`src/rtl/dma_seq_pkg.sv`:
```
`timescale 1ns/1ps
package dma_seq_pkg;

  typedef enum logic [2:0] {
    PH_IDLE  = 3'd0,
    PH_RESP  = 3'd1,
    PH_READ  = 3'd2,
    PH_GAP   = 3'd3,
    PH_WRITE = 3'd4,
    PH_DONE  = 3'd5
  } phase_e;

  localparam int unsigned REG_W = 3;
  localparam logic [REG_W-1:0] RG_IRAM = 3'd0;
  localparam logic [REG_W-1:0] RG_PERI = 3'd1;
  localparam logic [REG_W-1:0] RG_USB  = 3'd2;
  localparam logic [REG_W-1:0] RG_DRAM = 3'd3;
  localparam logic [REG_W-1:0] RG_EXT  = 3'd4;

  localparam int unsigned LEN_W     = 8;
  localparam int unsigned RAM_CLKS  = 2;
  localparam int unsigned PERI_BASE = 3;
  localparam int unsigned SLOW_CLKS = 4;
  localparam int unsigned EXT_MIN   = 2;

  typedef struct packed {
    logic             is_ext;
    logic [LEN_W-1:0] clks;
  } acc_cfg_t;

endpackage

```
`src/rtl/dma_req_latch.sv`:
```
`timescale 1ns/1ps
module dma_req_latch #(
  parameter int unsigned NCH = 4
) (
  input  logic           clk_i,
  input  logic           rst_ni,
  input  logic [NCH-1:0] req_i,
  input  logic [NCH-1:0] clr_i,
  output logic [NCH-1:0] pend_o
);

  for (genvar c = 0; c < NCH; c++) begin : g_ch
    logic pend_q;

    // a new request in the clearing cycle wins
    always_ff @(posedge clk_i or negedge rst_ni) begin
      if (!rst_ni)       pend_q <= 1'b0;
      else if (req_i[c]) pend_q <= 1'b1;
      else if (clr_i[c]) pend_q <= 1'b0;
    end

    assign pend_o[c] = pend_q;

    p_keep_r11: assert property (@(posedge clk_i) disable iff (!rst_ni)
      req_i[c] |=> pend_o[c]);
    p_clear_r8: assert property (@(posedge clk_i) disable iff (!rst_ni)
      (clr_i[c] && !req_i[c]) |=> !pend_o[c]);
  end

endmodule

```
`src/rtl/dma_prio_arb.sv`:
```
`timescale 1ns/1ps
module dma_prio_arb #(
  parameter int unsigned NCH   = 4,
  parameter int unsigned IDX_W = $clog2(NCH)
) (
  input  logic             clk_i,
  input  logic             rst_ni,
  input  logic [NCH-1:0]   pend_i,
  output logic             valid_o,
  output logic [IDX_W-1:0] idx_o
);

  always_comb begin
    valid_o = 1'b0;
    idx_o   = '0;
    for (int i = NCH - 1; i >= 0; i--) begin
      if (pend_i[i]) begin
        valid_o = 1'b1;
        idx_o   = IDX_W'(i);
      end
    end
  end

  logic [NCH-1:0] lower_mask;
  assign lower_mask = (NCH'(1) << idx_o) - NCH'(1);

  p_prio_r1: assert property (@(posedge clk_i) disable iff (!rst_ni)
    valid_o |-> (pend_i[idx_o] && ((pend_i & lower_mask) == '0)));
  p_valid_r1: assert property (@(posedge clk_i) disable iff (!rst_ni)
    (pend_i != '0) |-> valid_o);

endmodule

```
`src/rtl/dma_region_decode.sv`:
```
`timescale 1ns/1ps
module dma_region_decode
  import dma_seq_pkg::*;
#(
  parameter int unsigned WAIT_W = 4
) (
  input  logic [REG_W-1:0]  code_i,
  input  logic [WAIT_W-1:0] wait_i,
  output acc_cfg_t          cfg_o
);

  always_comb begin
    cfg_o.is_ext = 1'b0;
    cfg_o.clks   = LEN_W'(RAM_CLKS);
    case (code_i)
      RG_PERI:          cfg_o.clks = LEN_W'(PERI_BASE) + LEN_W'(wait_i);
      RG_USB, RG_DRAM:  cfg_o.clks = LEN_W'(SLOW_CLKS);
      RG_EXT: begin
        cfg_o.is_ext = 1'b1;
        cfg_o.clks   = LEN_W'(EXT_MIN);
      end
      default:          cfg_o.clks = LEN_W'(RAM_CLKS);
    endcase
  end

endmodule

```
`src/rtl/dma_access_timer.sv`:
```
`timescale 1ns/1ps
module dma_access_timer
  import dma_seq_pkg::*;
(
  input  logic     clk_i,
  input  logic     rst_ni,
  input  logic     run_i,
  input  acc_cfg_t cfg_i,
  input  logic     ext_ready_i,
  output logic     last_o
);

  logic [LEN_W-1:0] cnt_q;
  logic             len_met;

  assign len_met = (cnt_q + LEN_W'(1)) >= cfg_i.clks;
  assign last_o  = run_i && len_met && (!cfg_i.is_ext || ext_ready_i);

  // counter holds once length is met (external waits on ready)
  always_ff @(posedge clk_i or negedge rst_ni) begin
    if (!rst_ni)              cnt_q <= '0;
    else if (!run_i || last_o) cnt_q <= '0;
    else if (!len_met)        cnt_q <= cnt_q + LEN_W'(1);
  end

  p_min_len_r7: assert property (@(posedge clk_i) disable iff (!rst_ni)
    $rose(run_i) |-> !last_o);
  p_ext_hold_r7: assert property (@(posedge clk_i) disable iff (!rst_ni)
    (run_i && cfg_i.is_ext && !ext_ready_i) |-> !last_o);

endmodule

```
`src/rtl/dma_xfer_seq.sv`:
```
`timescale 1ns/1ps
module dma_xfer_seq
  import dma_seq_pkg::*;
#(
  parameter int unsigned NCH       = 4,
  parameter int unsigned WAIT_W    = 4,
  parameter int unsigned RESP_CLKS = 4,
  localparam int unsigned IDX_W    = $clog2(NCH)
) (
  input  logic               clk_i,
  input  logic               rst_ni,
  input  logic [NCH-1:0]     req_i,
  input  logic [NCH*REG_W-1:0] src_region_i,
  input  logic [NCH*REG_W-1:0] dst_region_i,
  input  logic [WAIT_W-1:0]  periph_wait_i,
  input  logic               ext_ready_i,
  output logic               rd_strobe_o,
  output logic               wr_strobe_o,
  output logic [NCH-1:0]     done_o,
  output logic [IDX_W-1:0]   active_ch_o,
  output logic [2:0]         phase_o
);

  localparam int unsigned RESP_CW = (RESP_CLKS > 2) ? $clog2(RESP_CLKS - 1) : 1;
  localparam logic [RESP_CW-1:0] RESP_LAST = RESP_CW'(RESP_CLKS - 2);

  phase_e             phase_q, phase_d;
  logic [IDX_W-1:0]   chan_q;
  logic [RESP_CW-1:0] resp_cnt_q;
  logic [NCH-1:0]     pend;
  logic               arb_valid;
  logic [IDX_W-1:0]   arb_idx;
  logic [REG_W-1:0]   src_code, dst_code;
  acc_cfg_t           src_cfg, dst_cfg, acc_cfg;
  logic               acc_run, acc_last;

  dma_req_latch #(.NCH(NCH)) u_latch (
    .clk_i  (clk_i),
    .rst_ni (rst_ni),
    .req_i  (req_i),
    .clr_i  (done_o),
    .pend_o (pend)
  );

  dma_prio_arb #(.NCH(NCH), .IDX_W(IDX_W)) u_arb (
    .clk_i   (clk_i),
    .rst_ni  (rst_ni),
    .pend_i  (pend),
    .valid_o (arb_valid),
    .idx_o   (arb_idx)
  );

  assign src_code = src_region_i[chan_q*REG_W +: REG_W];
  assign dst_code = dst_region_i[chan_q*REG_W +: REG_W];

  dma_region_decode #(.WAIT_W(WAIT_W)) u_src_dec (
    .code_i (src_code),
    .wait_i (periph_wait_i),
    .cfg_o  (src_cfg)
  );

  dma_region_decode #(.WAIT_W(WAIT_W)) u_dst_dec (
    .code_i (dst_code),
    .wait_i (periph_wait_i),
    .cfg_o  (dst_cfg)
  );

  assign acc_run = (phase_q == PH_READ) || (phase_q == PH_WRITE);
  assign acc_cfg = (phase_q == PH_READ) ? src_cfg : dst_cfg;

  dma_access_timer u_timer (
    .clk_i       (clk_i),
    .rst_ni      (rst_ni),
    .run_i       (acc_run),
    .cfg_i       (acc_cfg),
    .ext_ready_i (ext_ready_i),
    .last_o      (acc_last)
  );

  always_comb begin
    phase_d = phase_q;
    case (phase_q)
      PH_IDLE:  if (arb_valid) phase_d = PH_RESP;
      PH_RESP:  if (resp_cnt_q == RESP_LAST) phase_d = PH_READ;
      PH_READ:  if (acc_last) phase_d = PH_GAP;
      PH_GAP:   phase_d = PH_WRITE;
      PH_WRITE: if (acc_last) phase_d = PH_DONE;
      PH_DONE:  phase_d = PH_IDLE;
      default:  phase_d = PH_IDLE;
    endcase
  end

  always_ff @(posedge clk_i or negedge rst_ni) begin
    if (!rst_ni) begin
      phase_q    <= PH_IDLE;
      chan_q     <= '0;
      resp_cnt_q <= '0;
    end else begin
      phase_q <= phase_d;
      if (phase_q == PH_IDLE && arb_valid) begin
        chan_q     <= arb_idx;
        resp_cnt_q <= '0;
      end else if (phase_q == PH_RESP) begin
        resp_cnt_q <= resp_cnt_q + RESP_CW'(1);
      end
    end
  end

  assign rd_strobe_o = (phase_q == PH_READ);
  assign wr_strobe_o = (phase_q == PH_WRITE);
  assign done_o      = (phase_q == PH_DONE) ? (NCH'(1) << chan_q) : '0;
  assign active_ch_o = chan_q;
  assign phase_o     = phase_q;

  p_excl_r4: assert property (@(posedge clk_i) disable iff (!rst_ni)
    !(rd_strobe_o && wr_strobe_o));
  p_gap_r4: assert property (@(posedge clk_i) disable iff (!rst_ni)
    $fell(rd_strobe_o) |-> (phase_o == PH_GAP && !wr_strobe_o));
  p_gap_one_r4: assert property (@(posedge clk_i) disable iff (!rst_ni)
    (phase_o == PH_GAP) |=> wr_strobe_o);
  p_resp_r3: assert property (@(posedge clk_i) disable iff (!rst_ni)
    $rose(rd_strobe_o) |-> ($past(phase_o) == PH_RESP));
  p_done_hot_r8: assert property (@(posedge clk_i) disable iff (!rst_ni)
    $onehot0(done_o));
  p_done_after_wr_r8: assert property (@(posedge clk_i) disable iff (!rst_ni)
    $fell(wr_strobe_o) |-> (done_o != '0));
  p_done_pulse_r8: assert property (@(posedge clk_i) disable iff (!rst_ni)
    (done_o != '0) |=> (done_o == '0));
  p_chan_hold_r10: assert property (@(posedge clk_i) disable iff (!rst_ni)
    (phase_o != PH_IDLE && $past(phase_o) != PH_IDLE) |-> $stable(active_ch_o));

endmodule

```
`config.mk`:
```
export PLATFORM = sky130hd
export DESIGN_NAME = dma_xfer_seq
export DESIGN_NICKNAME = d
export VERILOG_FILES = /design/src/rtl/dma_seq_pkg.sv /design/src/rtl/dma_req_latch.sv /design/src/rtl/dma_prio_arb.sv /design/src/rtl/dma_region_decode.sv /design/src/rtl/dma_access_timer.sv /design/src/rtl/dma_xfer_seq.sv
export SDC_FILE = /design/constraint.sdc
export NUM_CORES = 1
export LEC_CHECK = 0
export BUFFER_PORTS_ARGS = -buffer_cell sky130_fd_sc_hd__clkbuf_2
export CAP_MARGIN = 20
export CORE_UTILIZATION = 43
export CTS_CLUSTER_SIZE = 30
export DETAILED_ROUTE_END_ITERATION = 8
export HOLD_SLACK_MARGIN = 0.15
export PLACE_DENSITY = 0.77
export SLEW_MARGIN = 40
export SYNTH_ARGS = -nofsm -noshare
export SYNTH_HDL_FRONTEND = slang
export SYNTH_SLANG_ARGS = --single-unit
```
`constraint.sdc`:
```
create_clock -name clk_i -period 4.66 [get_ports clk_i]
set_input_delay 0.466 -clock clk_i [delete_from_list [all_inputs] [get_ports clk_i]]
set_output_delay 0.466 -clock clk_i [all_outputs]
set_load 0.05 [all_outputs]
```
==> results.txt, run 1 <==
Wire per inst: 12.52 um
Initial Util: 0.4533
Status: finished, final reports clean
Post-synth EDFFs: 0
Clk slew on worst S/H paths: 100 ps
# resized after CTS: 0
Setup Skew: 4.257 ps
Min-Delay Path Class: in2reg
Tmin final: 3455 ps
Critical path class: reg2reg
Fillcell total: 334
Post-DR vias/cell: 5.201
CTS Buf Count: 3
YS warnings: 0
CP Capture Type: flop
Sum Neg Setup Slack: 0 ps
CTS tree: done
Die Y: 61.78 um
Startpoint Class: flop
Fmax: 289.4 MHz
# DRC: 0
Min-delay src: req_i[2]
Routed via count: 1295
# IOs: 46
DP Wirelength: 2.546 mm
Worst reg2reg startpoint: active_ch_o[0]
Count of final setup violators: 0
Power Density: 456.4 nW/um^2
Worst-case reg-to-reg path depth: 11
Slew Limit Fails: 0
Post-route cell area: 1798 um^2
Total wire length: 3.117 mm
Max Buffers Root-to-Sink: 2
Register area share after synthesis: 0.3094
Congestion Overflow GR: 0
Relative slew margins: 0.6283
Row Count: 21
Psw: 393.0 uW
Least-Margin Pin Slew: 557.5 ps
Worst setup startpoint: active_ch_o[0]
Post-synth ARST share: 1.000
Initial antenna violation count: 0
# nets final: 247
Switch share: 0.4789
Unrepaired setup endpoints after global routing: false
Root Driver: clkbuf_4
Die width: 61.78 um
P&R area growth vs syn: 17.02%
CTS sink cnt: 19
First-pass GRT wire length: 5.223 mm
Netlist Area Pre-Place: 1536 um^2
Maximum VDD drop: 0.0002581 V
P_int: 427.6 uW
Clock power frac: 0.103
Hold Violations, Final: 0
Layout cells sized above 1: 0.3153
Worst Hold Depth: 2
Vias in the first global route: 1264
Share of power burned in registers: 0.327
Critical Path End: u_timer.cnt_q[1]
Reg2Reg Setup Slack: 1200 ps
H-tree levels: 1
Synth Register Bits: 19
Area after DPL: 1762 um^2
Syn nets: 204
Maxcap violations: 0
Syn Inst Count: 161
RePlAce Congestion: 0.8341
Largest net degree at the start of global routing: 20
Top_reg_cell synth: dfrtp_1
Die footprint: 3816 um^2
Final period util: 0.7415
Power Total: 820.6 uW
Port bufs: 45
Initial detailed-routing violation count: 29
Drt pass-1 iters: 4
LEAKAGE: 0.0009019 uW
Antenna-violating nets left: 0
Crit path required time: 4850 ps
N_diodes: 0
Avg Cell Area, Syn: 9.543 um^2
CP Max Fanout: 16
Worst EP arrival: 3650 ps
Worst-skew pair later-pin latency: 300 ps
Core area: 3390 um^2
Combinational share of power: 0.569
Reg2reg end: u_timer.cnt_q[1]
Total global-route track usage: 0.1840
Count of different cell masters after synthesis: 50
-- metal layers --
layer / GRT usage / wire length, um / vias up
li1: - / - / 658
met4: 0.03810 / 0 / 0
met1: 0.2264 / 1349 / 608
met5: 0 / 0 / -
met2: 0.3210 / 1622 / 29
met3: 0.05383 / 145 / 0
-- cell families after synthesis --
group / Yosys count / synth area share
AOI/OAI and AO/OA: 36 / 0.1694
adders and majority gates: 8 / 0.06515
muxes: 8 / 0.1059
buffers and inverters: 21 / 0.06922
and+or+nand+nor: 59 / 0.2240
DFF: 19 / 0.3094
xor gates and xnor gates: 10 / 0.05700
-- worst min path at each step --
stage                                  end  slack, ps
floorplan                   active_ch_o[0]        170
global placement          u_timer.cnt_q[6]        440
detailed placement        u_timer.cnt_q[5]        460
CTS                 u_latch.g_ch[0].pend_q        350
global route        u_latch.g_ch[3].pend_q        350
finish              u_latch.g_ch[2].pend_q        360
-- registers in the layout (all words and copies together), names as in the netlist --
name                 flops
u_timer.cnt_q            8
phase_o                  3
u_latch.g_ch.pend_q      4
resp_cnt_q               2
active_ch_o              2
-- synthesized netlist by cell type (3+ instances only) --
cell type | number | area, um^2
clkbuf_1 | 3 | 11.26
nor3_1 | 5 | 25.02
a21oi_1 | 5 | 25.02
nor2_1 | 20 | 75.07
inv_1 | 13 | 48.80
xnor2_1 | 6 | 52.55
buf_6 | 3 | 33.78
nand3_1 | 3 | 15.01
nand2_1 | 10 | 37.54
ha_1 | 8 | 100.1
o21ai_0 | 11 | 55.05
o21bai_1 | 4 | 30.03
nor3b_1 | 3 | 22.52
mux4_2 | 4 | 90.09
xor2_1 | 4 | 35.03
dfrtp_1 | 19 | 475.5
-- metrics by stage --
step | utilization | hold WS, ps | setup slack (ps) | instances
5_1_grt | 0.5305 | 348.4 | 950.2 | 249
4_1_cts | 0.5305 | 347.2 | 1172 | 249
6_report | 0.5305 | 358.2 | 1205 | 249
3_3_place_gp | 0.5197 | 442.9 | 1310 | 244
2_1_floorplan | - | 170.4 | 1086 | 161
3_5_place_dp | 0.5197 | 455.5 | 1195 | 244
-- worst max-delay path: stages (launching register included) --
cell	delay, ps
dfrtp_1	710
mux4_1	660
or3_4	350
a31oi_1	180
nor2b_1	70
ha_1	270
o21ai_0	170
o21a_1	130
o211ai_1	170
nor3_4	360
mux2i_1	230
nor2_1	60
-- cell usage in the layout, fill, tap and decap left out, types with 2 or more instances in the layout --
master / instances
clkbuf_2: 45
xor2_1: 4
mux4_1: 2
nor2_1: 20
a31oi_1: 2
and2b_2: 2
mux4_2: 4
nor3_1: 5
nor3b_1: 3
nand2_1: 10
o21bai_1: 4
a21oi_1: 5
ha_1: 8
xnor2_1: 6
dfrtp_1: 19
mux2i_1: 2
nand3_1: 3
and3_1: 2
inv_1: 13
clkbuf_4: 3
o21ai_0: 11
o21a_1: 2
-- final cells by class --
class | count | area, um^2 | share of cell area
clock buffer | 4 | 26.28 | 0.01461
inverter | 13 | 48.80 | 0.02714
multi-input combinational | 121 | 954.7 | 0.5310
sequential | 19 | 475.5 | 0.2644
tap | 46 | 57.56 | 0.03201
timing repair buffer | 46 | 235.2 | 0.1308
-- what timing repair did --
| item | CTS | global route |
|---|---|---|
| hold buffers | 1 | 0 |
| setup buffers | 0 | 0 |
| hold endpoints to repair | 19 | 0 |
-- power by group through the flow --
stage | sequential [uW] | combinational, uW | clock (uW)
6_report | 269 | 467 | 84.6
5_1_grt | 279 | 517 | 94.8
4_1_cts | 270 | 473 | 89.0
3_3_place_gp | 272 | 457 | 0
2_1_floorplan | 281 | 385 | 0
3_5_place_dp | 273 | 470 | 0
Note: power is estimated with default switching activity, not from simulation.
==> inputs of run 2 (changes only) <==
--- a/config.mk
+++ b/config.mk
@@ -11,7 +11,7 @@
 export CTS_CLUSTER_SIZE = 30
 export DETAILED_ROUTE_END_ITERATION = 8
 export HOLD_SLACK_MARGIN = 0.15
-export PLACE_DENSITY = 0.77
+export PLACE_DENSITY = 0.79
 export SLEW_MARGIN = 40
 export SYNTH_ARGS = -nofsm -noshare
 export SYNTH_HDL_FRONTEND = slang
==> constraint.sdc (replaced) <==
create_clock -name clk_i -period 3.1 [get_ports clk_i]
set_input_delay 0.31 -clock clk_i [delete_from_list [all_inputs] [get_ports clk_i]]
set_output_delay 0.31 -clock clk_i [all_outputs]
set_load 0.05 [all_outputs]
==> run 2 against run 1 <==
Utilization up 3.1 points; design area up 5.8%; sequential power up 33%; worst setup slack worse by 1200 ps; power up 68%; sequential share of layout area down 1.3 points; wire length up 6.7%; critical endpoint is now phase_o[0]; first-iteration DRC count up 59%; worst hold slack worse by 190 ps.
==> results.txt, run 2 (synthesized netlist as in run 1, its figures left out) <==
Worst Hold Depth: 2 (unchanged)
Initial detailed-routing violation count: 46 (was 29)
# IOs: 46 (unchanged)
End of the worst hold path: u_latch.g_ch[0].pend_q (was u_latch.g_ch[2].pend_q)
Total global-route track usage: 0.1880 (was 0.1840)
Power Total: 1380 uW (was 820.6 uW)
Die Y: 61.78 um (unchanged)
# nets final: 256 (was 247)
Total wire length: 3.327 mm (was 3.117 mm)
Tmin final: 3096 ps (was 3455 ps)
Least-Margin Pin Slew: 493.9 ps (was 557.5 ps)
Max Buffers Root-to-Sink: 2 (unchanged)
Initial Util: 0.4533 (unchanged)
Slew Limit Fails: 0 (unchanged)
Reg2Reg Setup Slack: 4 ps (was 1200 ps)
Maxcap violations: 0 (unchanged)
Commonest non-fill, non-tap cell in the layout: clkbuf_2 (unchanged)
Status: finished, final reports clean (unchanged)
Die footprint: 3816 um^2 (unchanged)
First-pass GRT wire length: 5.313 mm (was 5.223 mm)
Count of final setup violators: 0 (unchanged)
Final hold slack: 171.4 ps (was 358.2 ps)
CTS sink cnt: 19 (unchanged)
Root Driver: clkbuf_4 (unchanged)
H-tree levels: 1 (unchanged)
P&R area growth vs syn: 23.86% (was 17.02%)
GR peak layer: met2 (unchanged)
Min-Delay Path Class: in2reg (unchanged)
Worst reg2reg startpoint: active_ch_o[0] (unchanged)
Vias in the first global route: 1231 (was 1264)
Power Density: 725.3 nW/um^2 (was 456.4 nW/um^2)
Core area: 3390 um^2 (unchanged)
Initial antenna violation count: 0 (unchanged)
Met2 usage in global routing: 0.3195 (was 0.3210)
Maximum VDD drop: 0.0005384 V (was 0.0002581 V)
# DRC: 0 (unchanged)
Max reg flops: 8 (unchanged)
Fmax: 323.0 MHz (was 289.4 MHz)
N_diodes: 0 (unchanged)
Setup Skew: 22.45 ps (was 4.257 ps)
Critical path class: reg2reg (unchanged)
Unrepaired setup endpoints after global routing: true (was false)
RePlAce Congestion: 0.7606 (was 0.8341)
Wire per inst: 12.90 um (was 12.52 um)
Routed via count: 1337 (was 1295)
DP Wirelength: 2.679 mm (was 2.546 mm)
Relative slew margins: 0.6707 (was 0.6283)
LEAKAGE: 0.0009370 uW (was 0.0009019 uW)
Drt pass-1 iters: 4 (unchanged)
Port bufs: 45 (unchanged)
Startpoint Class: flop (unchanged)
Hold Violations, Final: 0 (unchanged)
Congestion Overflow GR: 0 (unchanged)
Crit path required time: 3350 ps (was 4850 ps)
Worst-skew pair later-pin latency: 320 ps (was 300 ps)
Most frequent cells in the layout: clkbuf_2, nor2_1, dfrtp_1, inv_1 (was clkbuf_2, nor2_1, dfrtp_1, inv_1, o21ai_0)
Row Count: 21 (unchanged)
Biggest register: u_timer.cnt_q (unchanged)
CTS Buf Count: 3 (unchanged)
Clk slew on worst S/H paths: 140 ps (was 100 ps)
Worst EP arrival: 3340 ps (was 3650 ps)
Antenna-violating nets left: 0 (unchanged)
Met3 usage: 0.04555 (was 0.05383)
Final period util: 0.9986 (was 0.7415)
Slowest stage delay, CP: 550 ps (was 710 ps)
Min-delay src: req_i[0] (was req_i[2])
Die width: 61.78 um (unchanged)
Post-DR vias/cell: 5.182 (was 5.201)
GR Util met1: 0.2398 (was 0.2264)
CP Max Fanout: 7 (was 16)
Layout cells sized above 1: 0.4057 (was 0.3153)
Reg2reg end: phase_o[0] (was u_timer.cnt_q[1])
Slowest stage cell on the critical path: mux4_2 (was dfrtp_1)
CTS tree: done (unchanged)
Largest net degree at the start of global routing: 20 (unchanged)
Worst-case reg-to-reg path depth: 11 (unchanged)
Worst path cell trace: mux4_2, or3_4, a31oi_1, nor2b_1, ha_2, o21ai_1, o21a_1, o211ai_1, nor3_4, a221oi_2, a21o_1 (was mux4_1, or3_4, a31oi_1, nor2b_1, ha_1, o21ai_0, o21a_1, o211ai_1, nor3_4, mux2i_1, nor2_1)
CP Capture Type: flop (unchanged)
-- run 2: worst max path at each step --
stage	endpoint	startpoint	cells past startpoint	slack [ps]
2_1_floorplan	phase_o[0]	phase_o[1]	14	-110
3_3_place_gp	phase_o[0]	active_ch_o[0]	11	90
3_5_place_dp	phase_o[0]	active_ch_o[0]	11	30
4_1_cts	phase_o[0]	active_ch_o[0]	11	20
5_1_grt	u_timer.cnt_q[7]	active_ch_o[0]	11	-130
6_report	phase_o[0]	active_ch_o[0]	11	4
-- run 2: where the power goes --
group	switching [uW]	leakage, uW	internal, uW
Clock	88.6	0.0000139	49.3
Sequential	57.9	0.000231	299
Combinational	497	0.000692	389
-- run 2: critical path, delay by kind of cell, from the launching register on --
family	cells	cell delay, ps
fa+ha+maj	1	330
simple gates	3	570
compound gates	6	1090
flops	1	470
mux	1	550
-- run 2: metrics by stage --
step | area (um^2) | utilization | setup TNS (ps) | cells | setup WS (ps)
2_1_floorplan | 1567 | - | -692.3 | 161 | -111.2
3_3_place_gp | 1847 | 0.5449 | 0 | 252 | 93.70
3_5_place_dp | 1847 | 0.5449 | 0 | 252 | 31.12
4_1_cts | 1887 | 0.5567 | 0 | 257 | 22.99
5_1_grt | 1903 | 0.5615 | -952.1 | 258 | -130.0
6_report | 1903 | 0.5615 | 0 | 258 | 4.231
-- run 2: layout make-up --
cell class                      count  area, um^2
Clock buffer                        3       22.52
Clock inverter                      1       7.507
Inverter                           13       52.55
Sequential cell                    19       479.2
Timing Repair Buffer               55       306.5
Fill cell                         296        1486
Multi-Input combinational cell    121       977.2
Tap cell                           46       57.56
-- run 2: what timing repair did --
action | in CTS | in global routing
pin swaps | 1 | 2
hold endpoints to repair | 19 | 0
setup buffers | 0 | 2
hold buffers | 1 | 0
setup endpoints to repair | 5 | 9
gates resized for setup | 0 | 6
-- run 2: layer usage --
layer	routed length, um	part of all wire	vias up
met2	1650	0.50	41
met1	1510	0.45	616
li1	-	-	674
met3	130	0.039	6
met4	36	0.011	0
met5	0	0	-
